**src/rtl/clkstop_pkg.sv**
```systemverilog
`timescale 1ns/1ps
package clkstop_pkg;

    // Tracker for the derived output clock
    typedef enum logic [1:0] {
        STP_UNLOCKED = 2'd0,
        STP_RUNNING  = 2'd1,
        STP_HALTED   = 2'd2
    } stop_state_e;

    // Watcher for the synthesized clock
    typedef enum logic [1:0] {
        FXW_DISARMED = 2'd0,
        FXW_WATCHING = 2'd1,
        FXW_LATCHED  = 2'd2
    } fxw_state_e;

    // Reference cycles in 100 microseconds
    function automatic int unsigned cycles_per_100us(input int unsigned ref_hz);
        return ref_hz / 10_000;
    endfunction

endpackage

```
**src/rtl/activity_detect.sv**
```systemverilog
`timescale 1ns/1ps
// Brings an asynchronous toggle into the reference domain and pulses
// 'act' for one cycle on every level change.
module activity_detect #(
    parameter int unsigned STAGES = 2
) (
    input  logic clk,
    input  logic rst,
    input  logic tgl_async,
    output logic act
);
    logic [STAGES-1:0] sync_q;
    logic              last_q;

    generate
        if (STAGES == 1) begin : g_one
            always_ff @(posedge clk) begin
                if (rst) sync_q <= '0;
                else     sync_q <= tgl_async;
            end
        end else begin : g_chain
            always_ff @(posedge clk) begin
                if (rst) sync_q <= '0;
                else     sync_q <= {sync_q[STAGES-2:0], tgl_async};
            end
        end
    endgenerate

    always_ff @(posedge clk) begin
        if (rst) last_q <= 1'b0;
        else     last_q <= sync_q[STAGES-1];
    end

    always_comb begin
        act = sync_q[STAGES-1] ^ last_q;
    end
endmodule

```
**src/rtl/stop_tracker.sv**
```systemverilog
`timescale 1ns/1ps
// Lock-gated idle tracker for the derived output clock.
module stop_tracker
    import clkstop_pkg::*;
#(
    parameter int unsigned STOP_CYCLES = 64
) (
    input  logic clk,
    input  logic rst,
    input  logic lock,
    input  logic act,
    output logic stopped
);
    localparam int unsigned CW   = $clog2(STOP_CYCLES + 1);
    localparam logic [CW-1:0] LAST = CW'(STOP_CYCLES - 1);

    stop_state_e    st_q, st_nxt;
    logic [CW-1:0]  idle_q;

    // State register
    always_ff @(posedge clk) begin
        if (rst) st_q <= STP_UNLOCKED;
        else     st_q <= st_nxt;
    end

    // Next-state logic
    always_comb begin
        st_nxt = st_q;
        if (!lock) begin
            st_nxt = STP_UNLOCKED;
        end else begin
            unique case (st_q)
                STP_UNLOCKED: st_nxt = STP_RUNNING;
                STP_RUNNING:  if (!act && idle_q == LAST) st_nxt = STP_HALTED;
                STP_HALTED:   if (act) st_nxt = STP_RUNNING;
                default:      st_nxt = STP_UNLOCKED;
            endcase
        end
    end

    // Idle counter: runs only while RUNNING, cleared by activity, saturates
    always_ff @(posedge clk) begin
        if (rst) begin
            idle_q <= '0;
        end else if (st_q != STP_RUNNING || act) begin
            idle_q <= '0;
        end else if (idle_q != LAST) begin
            idle_q <= idle_q + 1'b1;
        end
    end

    // Outputs
    always_comb begin
        stopped = (st_q == STP_HALTED);
    end
endmodule

```
**src/rtl/fx_watch.sv**
```systemverilog
`timescale 1ns/1ps
// Sticky long-timeout watcher for the synthesized clock.
module fx_watch
    import clkstop_pkg::*;
#(
    parameter int unsigned TIMEOUT = 10_000
) (
    input  logic clk,
    input  logic rst,
    input  logic lock,
    input  logic act,
    output logic latched
);
    localparam int unsigned CW   = $clog2(TIMEOUT + 1);
    localparam logic [CW-1:0] LAST = CW'(TIMEOUT - 1);

    fxw_state_e    st_q, st_nxt;
    logic [CW-1:0] tmr_q;

    // State register
    always_ff @(posedge clk) begin
        if (rst) st_q <= FXW_DISARMED;
        else     st_q <= st_nxt;
    end

    // Next-state logic: LATCHED has no exit but reset
    always_comb begin
        st_nxt = st_q;
        unique case (st_q)
            FXW_DISARMED: if (lock) st_nxt = FXW_WATCHING;
            FXW_WATCHING: begin
                if (!lock)                         st_nxt = FXW_DISARMED;
                else if (!act && tmr_q == LAST)    st_nxt = FXW_LATCHED;
            end
            FXW_LATCHED:  st_nxt = FXW_LATCHED;
            default:      st_nxt = FXW_DISARMED;
        endcase
    end

    // Saturating timer, advancing only while watching and idle
    always_ff @(posedge clk) begin
        if (rst) begin
            tmr_q <= '0;
        end else if (st_q != FXW_WATCHING || act) begin
            tmr_q <= '0;
        end else if (tmr_q != LAST) begin
            tmr_q <= tmr_q + 1'b1;
        end
    end

    // Outputs
    always_comb begin
        latched = (st_q == FXW_LATCHED);
    end
endmodule

```
**src/rtl/lock_loss_req.sv**
```systemverilog
`timescale 1ns/1ps
// One-cycle request on a high-to-low transition of lock.
module lock_loss_req (
    input  logic clk,
    input  logic rst,
    input  logic lock,
    output logic req
);
    logic lock_q;

    always_ff @(posedge clk) begin
        if (rst) begin
            lock_q <= 1'b0;
            req    <= 1'b0;
        end else begin
            lock_q <= lock;
            req    <= lock_q & ~lock;
        end
    end
endmodule

```
**src/rtl/clkstop_monitor.sv**
```systemverilog
`timescale 1ns/1ps
module clkstop_monitor
    import clkstop_pkg::*;
#(
    parameter int unsigned REF_HZ      = 100_000_000,
    parameter int unsigned STOP_CYCLES = 64,
    parameter int unsigned SYNC_STAGES = 2
) (
    input  logic clk_ref,
    input  logic rst,
    input  logic lock_in,
    input  logic outclk_tgl,
    input  logic fxclk_tgl,
    output logic clk_stopped,
    output logic fx_stopped,
    output logic rst_req
);
    localparam int unsigned FX_TIMEOUT = cycles_per_100us(REF_HZ);
    localparam int unsigned NCH        = 2;   // 0: derived, 1: synthesized

    logic [NCH-1:0] tgl_bus;
    logic [NCH-1:0] act_bus;

    always_comb begin
        tgl_bus = {fxclk_tgl, outclk_tgl};
    end

    for (genvar g = 0; g < NCH; g++) begin : g_act
        activity_detect #(.STAGES(SYNC_STAGES)) u_act (
            .clk       (clk_ref),
            .rst       (rst),
            .tgl_async (tgl_bus[g]),
            .act       (act_bus[g])
        );
    end

    stop_tracker #(.STOP_CYCLES(STOP_CYCLES)) u_stop (
        .clk     (clk_ref),
        .rst     (rst),
        .lock    (lock_in),
        .act     (act_bus[0]),
        .stopped (clk_stopped)
    );

    fx_watch #(.TIMEOUT(FX_TIMEOUT)) u_fx (
        .clk     (clk_ref),
        .rst     (rst),
        .lock    (lock_in),
        .act     (act_bus[1]),
        .latched (fx_stopped)
    );

    lock_loss_req u_req (
        .clk  (clk_ref),
        .rst  (rst),
        .lock (lock_in),
        .req  (rst_req)
    );
endmodule

```
**config.mk**
```make
export PLATFORM = sky130hd
export DESIGN_NAME = clkstop_monitor
export DESIGN_NICKNAME = d
export VERILOG_FILES = /design/src/rtl/clkstop_pkg.sv /design/src/rtl/activity_detect.sv /design/src/rtl/stop_tracker.sv /design/src/rtl/fx_watch.sv /design/src/rtl/lock_loss_req.sv /design/src/rtl/clkstop_monitor.sv
export SDC_FILE = /design/constraint.sdc
export NUM_CORES = 1
export LEC_CHECK = 0
export ABC_AREA = 1
export BUFFER_PORTS_ARGS = -buffer_cell sky130_fd_sc_hd__buf_2
export CAP_MARGIN = 20
export CORE_MARGIN = 2
export CORE_UTILIZATION = 40
export DETAILED_ROUTE_END_ITERATION = 7
export GPL_ROUTABILITY_DRIVEN = 0
export SYNTH_ARGS = -nofsm -noshare
export SYNTH_HDL_FRONTEND = slang
export SYNTH_SLANG_ARGS = --single-unit
export TNS_END_PERCENT = 5
```
**constraint.sdc**
```tcl
create_clock -name clk_ref -period 1.2 [get_ports clk_ref]
set_input_delay 0.06 -clock clk_ref [delete_from_list [all_inputs] [get_ports clk_ref]]
set_output_delay 0.06 -clock clk_ref [all_outputs]
set_load 0.05 [all_outputs]
```
* Yosys cells after proc, flatten, opt, wreduce, memory -nomap -nowiden
Cells that the tools add are included.
** Operators by class
- $add $sub $neg :: 2
- Equality and inequality tests :: 14
- Muxes and demuxes :: 7
- Bitwise logic cells :: 4
- Reductions and logical operators :: 13
** Operators with widths (number)
- $add 14x1->14 const B :: 1
- $eq 14x14->1 const B :: 1
- $ne 14x14->1 const B :: 1
- $pmux 2 s3 :: 2
- $mux 2 :: 5
- $ne 2x1->1 const B :: 4
- $add 7x1->7 const B :: 1
- $eq 7x6->1 const B :: 1
- $ne 7x6->1 const B :: 1
- $reduce_or 2->1 :: 3
- $eq 2x1->1 const B :: 2
- $eq 2x2->1 const B :: 2
- $logic_not 2->1 :: 2
- $reduce_and 2->1 :: 2
- $ne 3x2->1 const B :: 1
- $logic_and 1x1->1 :: 2
- $logic_not 1->1 :: 2
- $logic_or 1x1->1 :: 2
- $ne 2x2->1 const B :: 1
- $xor 1x1->1 :: 2
- $and 1x1->1 :: 1
- $not 1->1 :: 1
** Storage, ports and cells
- Bits in registers :: 33
- Bits of input ports :: 5
- Logic and storage cells :: 50

* Longest topological paths before layout
- Word-level depth :: 6
- Depth in mapped cells :: 8
- Gate-level depth less buffers :: 8

* Hierarchy
A second synthesis with hierarchy kept.
** Unflattened totals
- Cells, all modules :: 214
- Area total of the unflattened synthesis :: 1511.4 um^2
** By module, submodules not included
- fx_watch :: times used 1, cells an instance 120, area an instance 819.5 um^2, seq. area each 320.3 um^2
- stop_tracker :: times used 1, cells an instance 62, area an instance 436.7 um^2, seq. area each 180.2 um^2
- activity_detect :: times used 2, cells an instance 13, area an instance 97.6 um^2, seq. area each 60.1 um^2
- lock_loss_req :: times used 1, cells an instance 6, area an instance 60.1 um^2, seq. area each 40.0 um^2

* Worst setup path after synthesis
Ideal clock, no wire load.
- Kind :: reg2reg
- From :: reg u_fx.st_q[1]
- To :: reg u_fx.st_q[1]
- Arrival :: 1.359 ns
- Data required time :: 1.129 ns
- Slack :: -0.230 ns
- Cell stages (with the launch flop) :: 5
- Clock period less this slack :: 1.430 ns
- Cell sequence :: dfxtp_1 > inv_1 > nor2_1 > o21ai_0 > a21oi_1
** RTL lines
- from (decl) :: line fx_watch.sv:17 : fxw_state_e st_q, st_nxt;
- from (signal assigned) :: line fx_watch.sv:23 : else st_q <= st_nxt;
- $eq 2x2->1
- named net fx_stopped :: line clkstop_monitor.sv:15 : output logic fx_stopped,
- $pmux 2 s3 :: line fx_watch.sv:29 : unique case (st_q)
The timed path passes the listed nets, and every way through them passes these cells.
A chain may end at the register's enable or synchronous reset.

* Worst setup path in the final report
- From :: reg u_fx.tmr_q[0]
- To :: reg u_fx.tmr_q[6]
** On the way
- Word-level cells in the longest chain between the ends :: 1
** Ends and longest elaborated chain
- from (decl) :: line fx_watch.sv:18 : logic [CW-1:0] tmr_q;
- from (signal assigned) :: line fx_watch.sv:47 : tmr_q <= tmr_q + 1'b1;
- $add 14x1->14 or $ne 14x14->1 (tied branches) :: line fx_watch.sv:47, fx_watch.sv:46
Parallel ways exist; a longest one is shown, timed or not.

==> results.toml <==
[run_status]
status = "finished, final reports clean"

[route]
viasPerCell = 4.62
drtPass1Iterations = 4
route.detailed.drc = 0
drt_iter0_markers = 59
antenna_left = 0
wl_mm = 3.01
wl_per_cell_microns = 9.90
vias = 1403

[worst_setup_path]
r2r_slack_ps = 40
cp_max_fo = 5
startpoint = "u_fx.tmr_q[0]$_SDFFE_PP0P_"
crit_type = "flop to flop"
r2r-start = "u_fx.tmr_q[0]$_SDFFE_PP0P_"
start_kind = "flop"
reg2regPathDepth = 7
worstPathArrival_ps = 1340
reg2reg_to = "u_fx.tmr_q[6]$_SDFFE_PP0P_"
end_kind = "flop"
crit_required_ps = 1380

[hold_path]
worstHoldEndpoint = "g_act[0].u_act.sync_q[1]$_SDFF_PP0_"
hp-start = "rst"
hp-class = "input port to flop"
hold_depth = 2

[global_route]
grt_usage_pct = 15.2
antenna_found_initial = 0
grt_max_degree = 12
first_global_vias = 1247
grt_pass1_wl_mm = 5.19
overflow = 0

[pwr]
pwr-share-clk_pct = 39.6
sw_frac_of_total_pct = 23.5
p_per_area_mw_per_mm2 = 1020
p_leak_nw = 0.846
p_seq_share_pct = 55.3
comb_power_share_pct = 5.1
switchingPower_mw = 0.478
internal_power_mw = 1.55
worst_ir_drop_vdd_mv = 0.688

[timing]
timing.final.crit_share_pct = 96.5
setup_viol = 0
tightest_slew_ps = 294
hold_viol = 0
slew-limit-headroom_pct = 80.3
layout_min_cycle_time_ps = 1160
hold_ws_ps = 16.4
slew_viol_final = 0
rsz0062_at_grt = "true"
fmax_ghz = 0.863
skew_ps = 10.4

[floorplanning]
core_area_sq_mm = 0.00374
chipWidth_microns = 67.3
initial_core_util_pct = 42.7
die_h_microns = 67.3
row_count = 22
ioPinCount = 8
dieArea_sq_mm = 0.00452

[synthesis]
synth_warnings = 0
synth_area_sq_mm = 0.00160
synth_seq_cells = 33
syn_nets = 232
postSynthCellCount = 225
synth.yosys.seq_area_share_pct = 41.3
ys_types = 26
synth_area_per_cell_sq_um = 7.11

[cells_and_area]
diodes = 0
drive_gt1_share_pct = 28.9
final_cells = 304
final_cell_mix = "43 x nand2_1, 42 x nor2_1, 30 x inv_1, 23 x dfxtp_1, 14 x nand3_1"
nets = 262
final_common_cell = "nand2_1"
syn_to_final_growth_pct = 24.6
utilization_pct = 53.2

[clock_tree]
cts_buffers = 5
clock_path_buffers = 2
cts_tree = "done"
clockRootBuffer = "clkbuf_8"
htree_levels = 2
clk_latency_ps = 280
cts.sinks = 33
path_clk_slew_ps = 70

[place]
numPlacedInstances = 292
dp_hpwl_mm = 2.28
portBuffers = 7

[run]
cap_violations = 0
## per-layer routing
metal | vias to the layer above | global-route usage (%) | part of all wire [%]
met2 | 18 | 24.3 | 46
li1 | 764 | - | -
met5 | - | 0 | 0
met1 | 617 | 19.4 | 51
met4 | 0 | 4.59 | 0.83
met3 | 4 | 5.00 | 2.7
## worst max-delay path by stage
stage | cells after the start | endpoint | slack (ps)
6_report | 7 | u_fx.tmr_q[6]$_SDFFE_PP0P_ | 40
5_1_grt | 7 | u_fx.tmr_q[6]$_SDFFE_PP0P_ | -10
4_1_cts | 7 | u_fx.tmr_q[9]$_SDFFE_PP0P_ | -10
3_5_place_dp | 7 | u_fx.tmr_q[2]$_SDFFE_PP0P_ | -90
3_3_place_gp | 7 | u_fx.tmr_q[1]$_SDFFE_PP0P_ | 0.3
2_1_floorplan | 5 | u_stop.st_q[0]$_SDFFE_PP0P_ | -200
## synth_stat cells
library cell  count  area [sq um]
a21oi_1          12          60.1
and3_2            1          7.51
dfxtp_1          33           661
ha_1              2          25.0
inv_1            31           116
inv_2             5          18.8
nand2_1          45           169
nand2_2           3          18.8
nand2_4           1          11.3
nand3_1          17          85.1
nand3_2           1          10.0
nand3_4           1          17.5
nand3b_1          1          7.51
nand4_1           4          25.0
nand4_2           1          12.5
nor2_1           45           169
nor2_2            3          18.8
nor2_4            2          22.5
nor3_1            2          10.0
nor3_2            1          10.0
nor3b_2           1          12.5
o21ai_0           5          25.0
o21bai_2          1          11.3
xnor2_1           2          17.5
xnor2_2           2          32.5
xor2_1            3          26.3
## per-stage QoR
stage	TNS, ps	cell area (sq um)	total power, mW	setup WS [ps]
after floorplan	-378	1600	1.21	-205
after global placement	0	1790	1.24	0.266
after detailed placement	-210	1790	1.24	-94.2
after CTS	-14.8	1930	2.07	-14.8
after global routing	-47.6	1990	2.13	-13.4
final	0	1990	2.03	41.4
## kinds of logic after synthesis
logic type                 count (synthesis)  share of synthesized area, %
and+or+nand+nor                          129                          37.9
xor gates and xnor gates                   7                          4.77
adders and majority gates                  2                          1.56
buffers and inverters                     36                          8.44
DFF                                       33                          41.3
AOI/OAI and AO/OA                         18                          6.02
## power by group through the flow
| stage | Combinational [mW] | Clock, mW | Sequential (mW) |
|---|---|---|---|
| after global routing | 0.116 | 0.888 | 1.12 |
| final | 0.103 | 0.806 | 1.12 |
| after CTS | 0.101 | 0.838 | 1.13 |
| after detailed placement | 0.0928 | 0 | 1.15 |
| after global placement | 0.0924 | 0 | 1.15 |
| after floorplan | 0.0584 | 0 | 1.15 |
## worst max-delay path: stages, from the launching register on
cell     delay (ps)
dfxtp_4         360
ha_4            160
nand2_4          80
inv_1            70
buf_4           130
nand3_1          80
xor2_1          140
nor2_1           50
## registers in the layout, summed over array words and instances (netlist names)
signal,cells
u_fx.tmr_q,14
u_stop.idle_q,7
g_act.u_act.sync_q,4
g_act.u_act.last_q,2
u_fx.st_q,2
u_stop.st_q,2
u_req.lock_q,1
u_req.req,1
## area by class of cell
class                      count  area (sq um)
clock buffer                   5          68.8
multi-input combinational    156           866
fill                         374          1750
timing repair buffer          23           163
clock inverter                 3          17.5
tap                           48          60.1
inverter                      36           140
sequential                    33           678
## what timing repair did
action / 4_1_cts / 5_1_grt
resized for setup: 4 / 25
hold buffers: 3 / 0
buffers inserted: 1 / 0
gates cloned: 0 / 0
endpoints found under the hold margin: 3 / 0
pin swaps: 2 / 7
setup endpoints to repair: 7 / 17
Note: power is estimated with default switching activity, not from simulation.
